$ cat src/rtl/irqs_pkg.sv
package irqs_pkg;
  localparam int unsigned SENSE_W = 2;

  typedef enum logic [SENSE_W-1:0] {
    SNS_FALL = 2'b00,
    SNS_RISE = 2'b01,
    SNS_LOW  = 2'b10,
    SNS_HIGH = 2'b11
  } sense_e;
endpackage

$ cat src/rtl/irqs_sync.sv
module irqs_sync #(
  parameter int unsigned W = 8
) (
  input  logic         clk,
  input  logic         rst_n,
  input  logic [W-1:0] pin,
  output logic [W-1:0] cur,
  output logic [W-1:0] prev
);
  logic [W-1:0] meta_q, cur_q, prev_q;

  always_ff @(posedge clk or negedge rst_n) begin
    if (!rst_n) begin
      meta_q <= '0;
      cur_q  <= '0;
      prev_q <= '0;
    end else begin
      meta_q <= pin;
      cur_q  <= meta_q;
      prev_q <= cur_q;
    end
  end

  assign cur  = cur_q;
  assign prev = prev_q;
endmodule

$ cat src/rtl/irqs_detect.sv
module irqs_detect
  import irqs_pkg::*;
(
  input  logic   clk,
  input  logic   rst_n,
  input  logic   cur,
  input  logic   prev,
  input  sense_e code,
  input  logic   en,
  input  logic   follow,
  input  logic   mask,
  input  logic   ack,
  output logic   pend
);
  logic edge_mode, edge_hit, lvl_hit, hit, pend_q, pend_d;

  assign edge_mode = (code == SNS_FALL) || (code == SNS_RISE);
  assign edge_hit  = (code == SNS_RISE) ? (cur & ~prev) : (~cur & prev);
  assign lvl_hit   = (code == SNS_HIGH) ? cur : ~cur;
  assign hit       = edge_mode ? edge_hit : lvl_hit;

  always_comb begin
    if (!en || mask)    pend_d = 1'b0;
    else if (edge_mode) pend_d = hit | (pend_q & ~ack);
    else if (follow)    pend_d = hit;
    else                pend_d = hit | pend_q;
  end

  always_ff @(posedge clk or negedge rst_n) begin
    if (!rst_n) pend_q <= 1'b0;
    else        pend_q <= pend_d;
  end

  assign pend = pend_q;
endmodule

$ cat src/rtl/irqs_front.sv
module irqs_front
  import irqs_pkg::*;
#(
  parameter int unsigned NPINS = 8,
  parameter int unsigned REG_W = 32,
  parameter int unsigned GRP_N = 4
) (
  input  logic             clk,
  input  logic             rst_n,
  input  logic             cfg_we,
  input  logic [REG_W-1:0] cfg_wdata,
  output logic [REG_W-1:0] cfg_rdata,
  input  logic             grp_en_lo,
  input  logic             grp_en_hi,
  input  logic             lvl_follow,
  input  logic [NPINS-1:0] irq_mask,
  input  logic [NPINS-1:0] irq_ack,
  input  logic [NPINS-1:0] irq_pin,
  output logic [NPINS-1:0] irq_pend
);
  localparam int unsigned FIELD_BITS = NPINS * SENSE_W;
  localparam int unsigned RSV_BITS   = REG_W - FIELD_BITS;
  localparam logic [REG_W-1:0] KEEP_MASK = {{FIELD_BITS{1'b1}}, {RSV_BITS{1'b0}}};

  logic [REG_W-1:0] reg_q;
  logic [NPINS-1:0] s_cur, s_prev, pend_q, pin_en;

  always_ff @(posedge clk or negedge rst_n) begin
    if (!rst_n)      reg_q <= '0;
    else if (cfg_we) reg_q <= cfg_wdata & KEEP_MASK;
  end

  assign cfg_rdata = reg_q;

  irqs_sync #(.W(NPINS)) u_sync (
    .clk  (clk),
    .rst_n(rst_n),
    .pin  (irq_pin),
    .cur  (s_cur),
    .prev (s_prev)
  );

  generate
    for (genvar i = 0; i < NPINS; i++) begin : g_pin
      // Low group enable serves pins 0..GRP_N-1; high serves the rest.
      if (i < GRP_N) begin : g_lo
        assign pin_en[i] = grp_en_lo;
      end else begin : g_hi
        assign pin_en[i] = grp_en_hi;
      end

      irqs_detect u_det (
        .clk   (clk),
        .rst_n (rst_n),
        .cur   (s_cur[i]),
        .prev  (s_prev[i]),
        .code  (sense_e'(reg_q[REG_W-1-SENSE_W*i -: SENSE_W])),
        .en    (pin_en[i]),
        .follow(lvl_follow),
        .mask  (irq_mask[i]),
        .ack   (irq_ack[i]),
        .pend  (pend_q[i])
      );
    end
  endgenerate

  assign irq_pend = pend_q & ~irq_mask & pin_en;
endmodule

$ cat config.mk
export PLATFORM = sky130hd
export DESIGN_NAME = irqs_front
export DESIGN_NICKNAME = d
export VERILOG_FILES = /design/src/rtl/irqs_pkg.sv /design/src/rtl/irqs_sync.sv /design/src/rtl/irqs_detect.sv /design/src/rtl/irqs_front.sv
export SDC_FILE = /design/constraint.sdc
export NUM_CORES = 1
export LEC_CHECK = 0
export ABC_AREA = 1
export CORE_ASPECT_RATIO = 1.75
export CORE_UTILIZATION = 25
export CTS_CLUSTER_DIAMETER = 200
export DETAILED_ROUTE_END_ITERATION = 7
export PLACE_DENSITY = 0.59
export SKIP_LAST_GASP = 1
export SLEW_MARGIN = 20
export SYNTH_ARGS = -nofsm -noshare
export SYNTH_HDL_FRONTEND = slang
export SYNTH_SLANG_ARGS = --single-unit
$ cat constraint.sdc
create_clock -name clk -period 1.2 [get_ports clk]
set_clock_uncertainty 0.1 [all_clocks]
set_input_delay 0.12 -clock clk [delete_from_list [all_inputs] [get_ports clk]]
set_output_delay 0.12 -clock clk [all_outputs]
set_load 0.01 [all_outputs]
==> reports/results.txt, run 1 <==
Status = completed
Synth top area cells = dfrtp_1 55%, nand2_1 12%, nor2_1 8.3%
Worst VDD drop = 0.8912 mV
Synth Area in XOR/XNOR = 0%
Area grow syn2layout = 52.89%
CTS clock-pin slew for the worst setup and hold paths = 60 ps
Crit end category = primary output
Global-route wire length before repair = 7.969 mm
RSZ-0062 raised after global routing = true
Fmax = 848.6 MHz
Area share of the largest cell type after synthesis = 55.49%
Power Density = 1259 nW/um^2
Die H = 125.1 um
Mapped Cells = 255
Final Hold Fails = 0
Die area = 9049 sq um
Endpoints failing setup = 0
Max clock buf depth = 2
Synth Area in Simple Gates = 23.12%
Minimum clock period = 1178 ps
MaxCap Viol Count = 0
Post-route ant nets = 0
Number of global-route vias before repair = 1,731
Starting Density = 25.87%
Post-route DRC violation count = 0
Die span in x = 72.34 um
Yosys reg bits = 48
R2R Setup Slk = 100 ps
Worst Hold Class = in2reg
Synth Cell Area = 2165 sq um
Yosys cell types = 13
CP Buf/Inv Count = 1
Largest family of logic cells by synthesized area = simple AND/OR/NAND/NOR gates
Mux cell area share after synthesis = 4.855%
Sequential fraction of the synthesis area = 55.49%
Clock Latency Late Sink = 280 ps
Cell area after layout = 3309 sq um
Final wirelength = 4.667 mm
Avg Inst Size Synth = 8.489 sq um
Grt ovf = 0
CTS tree = done
Largest net degree at the start of global routing = 49
NumNets Final = 414
DP Area = 3099 sq um
Max stage delay on crit path = 390 ps
DR pass1 iterations = 6
Routed wire per std cell = 9.972 um
Arrival time at the worst endpoint = 960 ps
YS warnings = 0
Routability congestion estimate = 0.7765
CTS buffer count = 5
Vias = 1,761
Root buf cell = clkbuf_16
Rows = 44
Num ports = 102
EDFF count, synth = 0
Crit path kind = reg2out
Layout cells sized above 1 = 20.11%
Core Region = 8368 sq um
Synth cell count leaders = 72 x nand2_1, 48 x dfrtp_1, 48 x nor2_1
Iteration-0 DRC Markers = 64
Global-route usage over all layers = 11.55%
CTS Sinks = 48
P_leak = 1.724 nW
Critical Path Fanout Max = 2
Max H-tree Level = 2
Final Total Pwr = 4.166 mW
Top-count cell post-synth = nand2_1
Compound-Gate Fraction of Synth Area = 1.850%
CP cell instances = dlygate4sd2_1
Post-synthesis async set-or-reset flop share = 100.0%
Initial antenna violation count = 0
Crit path max-delay cell type = dfrtp_1
CP Data Required Time = 980 ps
Critical path's top delay family = flip-flops
Post-Synth Adder-Cell Area = 0%
Cell taking the most area after synthesis = dfrtp_1
Via density = 3.763
Final Max Slew Viols = 0
Final period util = 98.20%
Antenna Cells = 0
Most used DFF post-synth = dfrtp_1
Count of input and output buffers = 69
Worst setup SP type = register
DP Wirelength = 3.558 mm
==> layer usage <==
layer	up-vias	share of wire (%)	track usage (%)
li1	902	-	-
met1	792	41	13.76
met2	61	52	19.41
met3	6	4.9	2.337
met4	0	2.3	5.536
met5	-	0	0
==> cell usage in the layout (no fill, tap or decap), drive strengths merged, types with 9 or more instances in the layout <==
cell type	n
clkdlybuf4s15	9
inv	42
nand2	72
dfrtp	48
buf	34
nor2	48
dlygate4sd2	12
clkdlybuf4s50	36
conb	16
==> what timing repair did <==
action / in CTS / in global routing
hold endpoints to repair: 48 / 0
pin swaps: 10 / 9
setup endpoints to repair: 24 / 17
setup buffers: 1 / 0
gates resized for setup: 65 / 28
hold buffers: 1 / 0
==> area by class of cell <==
cell class,count,area (sq um)
Clock buffer,7,152.6
Clock inverter,1,30.03
Fill cell,908,5059
Inverter,42,157.7
Multi-Input combinational cell,160,750.7
Sequential cell,48,1201
Tap cell,115,143.9
Timing Repair Buffer,95,873.3
==> tightest hold or removal path, stage by stage <==
cell	delay, ps
dlymetal6s2s_1	90
or2_4	120
nor2_1	40
==> power by group <==
group          switching [mW]  internal (mW)
clock                   0.568           1.10
sequential             0.0579           1.72
combinational           0.323          0.395
==> sequential cells by signal, summed over array words and instances (netlist names) <==
name              cells
cfg_rdata            16
g_pin.u_det.pend      8
u_sync.cur            8
u_sync.meta_q         8
u_sync.prev           8
==> worst paths after layout <==
check | from | to | cells after the start
setup / recovery | cfg_rdata[26] | cfg_rdata[26] | 1
hold / removal | irq_mask[6] | g_pin[6].u_det.pend | 3
setup reg to reg | cfg_rdata[17] | g_pin[7].u_det.pend | 7
hold reg to reg | u_sync.meta_q[0] | u_sync.cur[0] | 0
max in group asynchronous | rst_n | cfg_rdata[21] | 3
min in group asynchronous | rst_n | cfg_rdata[29] | 3
==> kinds of logic after synthesis <==
kind of cell,Yosys count
simple gates,128
buf+inv,62
flops,48
compound gates,8
mux,8
other cells,1
==> through the flow <==
step                TNS (ps)  hold WS, ps  cells  utilization (%)  setup WS, ps
global route          -16.58        18.56    468            39.55        -11.87
global placement       -6601        25.42    458            37.04        -594.1
CTS                   -93.97        95.70    468            38.86        -93.97
detailed placement     -6707        32.68    458            37.04        -645.1
floorplan                  0       -275.6    270                -         237.7
finish                     0        17.21    468            39.55         21.63
Power figures use the tool's default switching activity.
==> run 2, diff against run 1 <==
==> constraint.sdc (replaced) <==
create_clock -name clk -period 1.2 [get_ports clk]
set_clock_uncertainty 0.1 [all_clocks]
set_input_delay 0.18 -clock clk [delete_from_list [all_inputs] [get_ports clk]]
set_output_delay 0.18 -clock clk [all_outputs]
set_load 0.01 [all_outputs]
==> reports/results.txt, run 2 (same netlist as run 1, synthesis figures left out) <==
Post-route DRC violation count = 0 (unchanged)
Initial antenna violation count = 0 (unchanged)
Reg2reg start = cfg_rdata[17] (unchanged)
CTS clock-pin slew for the worst setup and hold paths = 60 ps (about the same)
CTS Sinks = 48 (unchanged)
Max H-tree Level = 2 (unchanged)
Final worst slack = 30.61 ps (was 21.63 ps)
P_leak = 1.711 nW (was 1.724 nW)
Final Max Slew Viols = 0 (unchanged)
Antenna Cells = 0 (unchanged)
Power Density = 1192 nW/um^2 (was 1259 nW/um^2)
Post-route ant nets = 0 (unchanged)
Endpoints failing setup = 0 (unchanged)
DP Wirelength = 3.429 mm (was 3.558 mm)
Final Hold Fails = 0 (unchanged)
Final wirelength = 4.557 mm (was 4.667 mm)
Largest net degree at the start of global routing = 49 (unchanged)
Sequential cell area = 1201 sq um (unchanged)
Crit path from = g_pin[7].u_det.pend (was cfg_rdata[26])
Layout fillers = 902 (was 908)
Routed wire per std cell = 9.614 um (was 9.972 um)
Final period util = 97.45% (was 98.20%)
DR pass1 iterations = 5 (was 6)
Die span in x = 72.34 um (unchanged)
CTS tree = done (unchanged)
Vias = 1,748 (was 1,761)
Arrival time at the worst endpoint = 890 ps (was 960 ps)
Layout cells sized above 1 = 25.35% (was 20.11%)
Core Region = 8368 sq um (unchanged)
Most common cell after layout, fill and taps aside = nand2_1 (unchanged)
Crit path max-delay cell type = dfrtp_1 (unchanged)
Area occupied by multi-input gates = 750.7 sq um (unchanged)
Die H = 125.1 um (unchanged)
Grt ovf = 0 (unchanged)
CP cell instances = inv_2 > nor2_4 > buf_6 (was dlygate4sd2_1)
Crit path kind = reg2out (unchanged)
Num ports = 102 (unchanged)
RSZ-0062 raised after global routing = true (unchanged)
Final Total Pwr = 3.879 mW (was 4.166 mW)
CP Data Required Time = 920 ps (was 980 ps)
Critical Path Fanout Max = 2 (unchanged)
Max stage delay on crit path = 390 ps (about the same)
Iteration-0 DRC Markers = 67 (was 64)
CTS buffer count = 5 (unchanged)
Most frequent cells in the layout = 72 x nand2_1, 48 x dfrtp_1, 42 x nor2_1, 34 x clkdlybuf4s50_1, 33 x inv_1 (was 71 x nand2_1, 48 x dfrtp_1, 43 x nor2_1, 36 x inv_1, 36 x clkdlybuf4s50_1)
Count of input and output buffers = 69 (unchanged)
Max clock buf depth = 2 (unchanged)
Util after Layout = 38.88% (was 39.55%)
HP Start = irq_mask[1] (was irq_mask[6])
Starting Density = 25.87% (unchanged)
Routability congestion estimate = 0.7778 (was 0.7765)
Clock Latency Late Sink = 280 ps (about the same)
Worst setup SP type = register (unchanged)
Number of global-route vias before repair = 1,721 (was 1,731)
Root buf cell = clkbuf_16 (unchanged)
Setup TNS = 0 ps (unchanged)
Max reg flops = 16 (unchanged)
Global-route wire length before repair = 7.693 mm (was 7.969 mm)
Global-route usage over all layers = 11.30% (was 11.55%)
MaxCap Viol Count = 0 (unchanged)
Minimum clock period = 1169 ps (was 1178 ps)
Area grow syn2layout = 50.29% (was 52.89%)
Crit end category = primary output (unchanged)
Die area = 9049 sq um (unchanged)
Pre-CTS setup slack = -779.2 ps (was -645.1 ps)
NumNets Final = 420 (was 414)
Fmax = 855.1 MHz (was 848.6 MHz)
Status = completed (unchanged)
Via density = 3.688 (was 3.763)
Worst VDD drop = 0.6805 mV (was 0.8912 mV)
Rows = 44 (unchanged)
Worst Hold Class = in2reg (unchanged)
-- run 2: changes by cell type in the layout (fill, tap and decap cells not counted), moves of 3 or more --
cell / change
buf_2: +4
inv_1: -3
clkdlybuf4s15_1: -5
clkbuf_2: +9
dlygate4sd2_1: -4
inv_2: +3
buf_4: +6
-- run 2: worst paths after layout --
check                                       to  slack [ps]  cells past startpoint
setup / recovery                   irq_pend[7]          30                      3
hold / removal             g_pin[1].u_det.pend         170                      3
setup reg to reg           g_pin[7].u_det.pend         100                      7
hold reg to reg                  u_sync.cur[2]         250                      0
max in group asynchronous        u_sync.cur[6]         460                      3
min in group asynchronous        cfg_rdata[29]         310                      3
-- run 2: power breakdown --
| group | internal, mW | switching (mW) | total, mW |
|---|---|---|---|
| Clock | 0.831 | 0.553 | 1.38 |
| Combinational | 0.391 | 0.324 | 0.715 |
| Sequential | 1.73 | 0.0545 | 1.78 |
| Total | 2.95 | 0.932 | 3.88 |
-- run 2: repair_timing --
item	in CTS	in global routing
cloned	0	0
hold buffers	1	0
gates resized for setup	93	30
hold endpoints to repair	48	0
setup endpoints to repair	24	25
buffers inserted	0	4
pin swaps	16	5
-- run 2: metrics by stage --
| stage | hold WS [ps] | cell area, sq um | cells |
|---|---|---|---|
| CTS | 155.2 | 3252 | 470 |
| detailed placement | 90.81 | 3122 | 461 |
| global placement | 86.75 | 3122 | 461 |
| floorplan | -215.6 | 2221 | 270 |
| finish | 169.2 | 3253 | 474 |
| global route | 176.1 | 3253 | 474 |
-- run 2: final cells by class --
| class | instances | share of cell area [%] |
|---|---|---|
| clock buffers | 8 | 4.500 |
| inverters | 42 | 4.846 |
| multi-input cells | 160 | 23.08 |
| flip-flops and latches | 48 | 36.92 |
| well taps | 115 | 4.423 |
| repair buffers | 101 | 26.23 |
-- run 2: layer usage --
| metal | GRT usage, % | routed length (um) | vias to the layer above |
|---|---|---|---|
| met4 | 7.266 | 182 | 0 |
| met2 | 19.02 | 2372 | 56 |
| li1 | - | - | 911 |
| met1 | 12.23 | 1767 | 770 |
| met3 | 2.901 | 235 | 11 |
| met5 | 0 | 0 | - |
-- run 2: worst max-delay path: cells and delay by family, from the launching register on --
family / cells / cell delay (ps)
simple gates: 1 / 30
buf+inv: 2 / 180
flops: 1 / 390
==> run 3, diff against run 2 <==
--- a/config.mk
+++ b/config.mk
@@ -6,11 +6,12 @@
 export NUM_CORES = 1
 export LEC_CHECK = 0
 export ABC_AREA = 1
-export CORE_ASPECT_RATIO = 1.75
+export CORE_ASPECT_RATIO = 1.2
 export CORE_UTILIZATION = 25
 export CTS_CLUSTER_DIAMETER = 200
 export DETAILED_ROUTE_END_ITERATION = 7
 export PLACE_DENSITY = 0.59
+export SKIP_CTS_REPAIR_TIMING = 1
 export SKIP_LAST_GASP = 1
 export SLEW_MARGIN = 20
 export SYNTH_ARGS = -nofsm -noshare
==> reports/results.txt, run 3 (same netlist as run 1, synthesis figures left out) <==
Status = finished, violations left (was completed)
Failing checks = setup timing
Clock Latency Late Sink = 290 ps (was 280 ps)
Vias = 1,800 (was 1,748)
Number of global-route vias before repair = 1,777 (was 1,721)
Busiest grt layer = met2 (unchanged)
Worst Hold Class = in2reg (unchanged)
Post-route ant nets = 0 (unchanged)
Routing usage on met2 = 19.01% (was 19.02%)
Root buf cell = clkbuf_8 (was clkbuf_16)
Grt ovf = 0 (unchanged)
Hold_ws = 52.93 ps (was 169.2 ps)
Routed wire per std cell = 10.01 um (was 9.614 um)
Count of input and output buffers = 69 (unchanged)
Met1 GRT Util = 13.91% (was 12.23%)
NumNets Final = 421 (was 420)
Global-route usage over all layers = 11.21% (was 11.30%)
Critical path's top delay family = buffers and inverters (was flip-flops)
Worst VDD drop = 0.6044 mV (was 0.6805 mV)
Iteration-0 DRC Markers = 53 (was 67)
DR pass1 iterations = 5 (unchanged)
Rows = 36 (was 44)
Antenna Cells = 0 (unchanged)
Most frequent cells in the layout = 72 x nand2_1, 48 x dfrtp_1, 39 x nor2_1, 35 x clkdlybuf4s50_1, 33 x inv_1 (was 72 x nand2_1, 48 x dfrtp_1, 42 x nor2_1, 34 x clkdlybuf4s50_1, 33 x inv_1)
Core Region = 8243 sq um (was 8368 sq um)
Pre-CTS setup slack = -744.2 ps (was -779.2 ps)
Crit path from = irq_mask[6] (was g_pin[7].u_det.pend)
Max stage delay on crit path = 400 ps (was 390 ps)
CP cell instances = clkdlybuf4s50_1 > or2_4 > nor2_4 > clkbuf_2 (was inv_2 > nor2_4 > buf_6)
Fmax = 744.6 MHz (was 855.1 MHz)
Max reg flops = 16 (unchanged)
Final wirelength = 4.747 mm (was 4.557 mm)
Die span in x = 86.94 um (was 72.34 um)
Power Density = 1099 nW/um^2 (was 1192 nW/um^2)
Layout cells sized above 1 = 23.06% (was 25.35%)
DP Cell Count = 460 (was 461)
Endpoints failing setup = 1 (was 0)
Crit end category = primary output (unchanged)
Max clock buf depth = 2 (unchanged)
Crit path kind = in2out (was reg2out)
Final worst slack = -143.1 ps (was 30.61 ps)
Max H-tree Level = 2 (unchanged)
R2R Setup Slk = 90 ps (was 100 ps)
CTS Sinks = 48 (unchanged)
Final Max Slew Viols = 0 (unchanged)
CTS buffer count = 5 (unchanged)
Initial antenna violation count = 0 (unchanged)
Critical Path Fanout Max = 2 (unchanged)
CTS tree = done (unchanged)
Layout fillers = 836 (was 902)
MaxCap Viol Count = 0 (unchanged)
Post-route DRC violation count = 0 (unchanged)
Worst setup SP type = input pin (was register)
Most common cell after layout, fill and taps aside = nand2_1 (unchanged)
Routability congestion estimate = 0.7630 (was 0.7778)
Largest net degree at the start of global routing = 49 (unchanged)
Util after Layout = 40.77% (was 38.88%)
Reg2reg start = cfg_rdata[29] (was cfg_rdata[17])
Starting Density = 26.26% (was 25.87%)
HP Start = irq_mask[3] (was irq_mask[1])
Crit path max-delay cell type = clkdlybuf4s50_1 (was dfrtp_1)
Die H = 103.9 um (was 125.1 um)
CP Data Required Time = 920 ps (about the same)
Area grow syn2layout = 55.26% (was 50.29%)
Num ports = 102 (unchanged)
Via density = 3.797 (was 3.688)
DP Wirelength = 3.596 mm (was 3.429 mm)
Final Hold Fails = 0 (unchanged)
Met3 usage = 2.302% (was 2.901%)
Global-route wire length before repair = 7.997 mm (was 7.693 mm)
Minimum clock period = 1343 ps (was 1169 ps)
RSZ-0062 raised after global routing = true (unchanged)
Non-Filler Instances = 474 (unchanged)
CTS clock-pin slew for the worst setup and hold paths = 90 ps (was 60 ps)
CP Buf/Inv Count = 2 (unchanged)
Die area = 9036 sq um (was 9049 sq um)
Arrival time at the worst endpoint = 1060 ps (was 890 ps)
P_leak = 1.922 nW (was 1.711 nW)
Final period util = 111.9% (was 97.45%)
run 3: cell count changes in the layout (fill, tap and decap cells not counted), moves of 2 or more:
cell	delta
buf_4	+3
nor2_1	-3
buf_6	-3
nor2_2	+3
clkbuf_1	-2
dlymetal6s2s_1	+25
clkdlybuf4s15_1	-4
clkbuf_8	+4
buf_2	-4
clkbuf_2	-9
dlygate4sd2_1	-8
clkbuf_16	-5
run 3: final timing paths:
kind,depth (start not counted),to
min in group asynchronous,3,cfg_rdata[21]
setup / recovery,4,irq_pend[6]
hold reg to reg,0,u_sync.cur[0]
setup reg to reg,7,g_pin[1].u_det.pend
hold / removal,3,g_pin[3].u_det.pend
max in group asynchronous,3,u_sync.meta_q[0]
run 3: through the flow:
stage,power [mW],TNS (ps),cell area (sq um)
detailed placement,2.561,-9193,3120
floorplan,2.139,0,2221
global placement,2.549,-9228,3120
global route,3.916,-386.1,3361
finish,3.692,-143.1,3361
CTS,3.754,-10410,3232
run 3: where the power goes:
group	total [mW]	switching, mW	internal (mW)
registers	1.77	0.0517	1.72
logic	0.764	0.335	0.429
clock network	1.15	0.538	0.617
total	3.69	0.924	2.77
run 3: cell type report:
type | count | area [sq um] | share of cell area (%)
Timing Repair Buffer | 102 | 989.7 | 29.45
Tap cell | 114 | 142.6 | 4.244
Clock buffer | 5 | 68.82 | 2.048
Inverter | 42 | 157.7 | 4.691
Clock inverter | 3 | 42.54 | 1.266
Sequential cell | 48 | 1201 | 35.74
Multi-Input combinational cell | 160 | 758.2 | 22.56
run 3: worst register-to-register path: cells and delay by family, from the launching register on:
kind	cells	cell delay [ps]
simple gates	5	320
buf+inv	2	210
flops	1	380
run 3: per-layer routing:
layer  vias up  wire, um
met4         0        76
met5         -         0
met2        57      2275
li1        916         -
met1       823      2154
met3         4       240
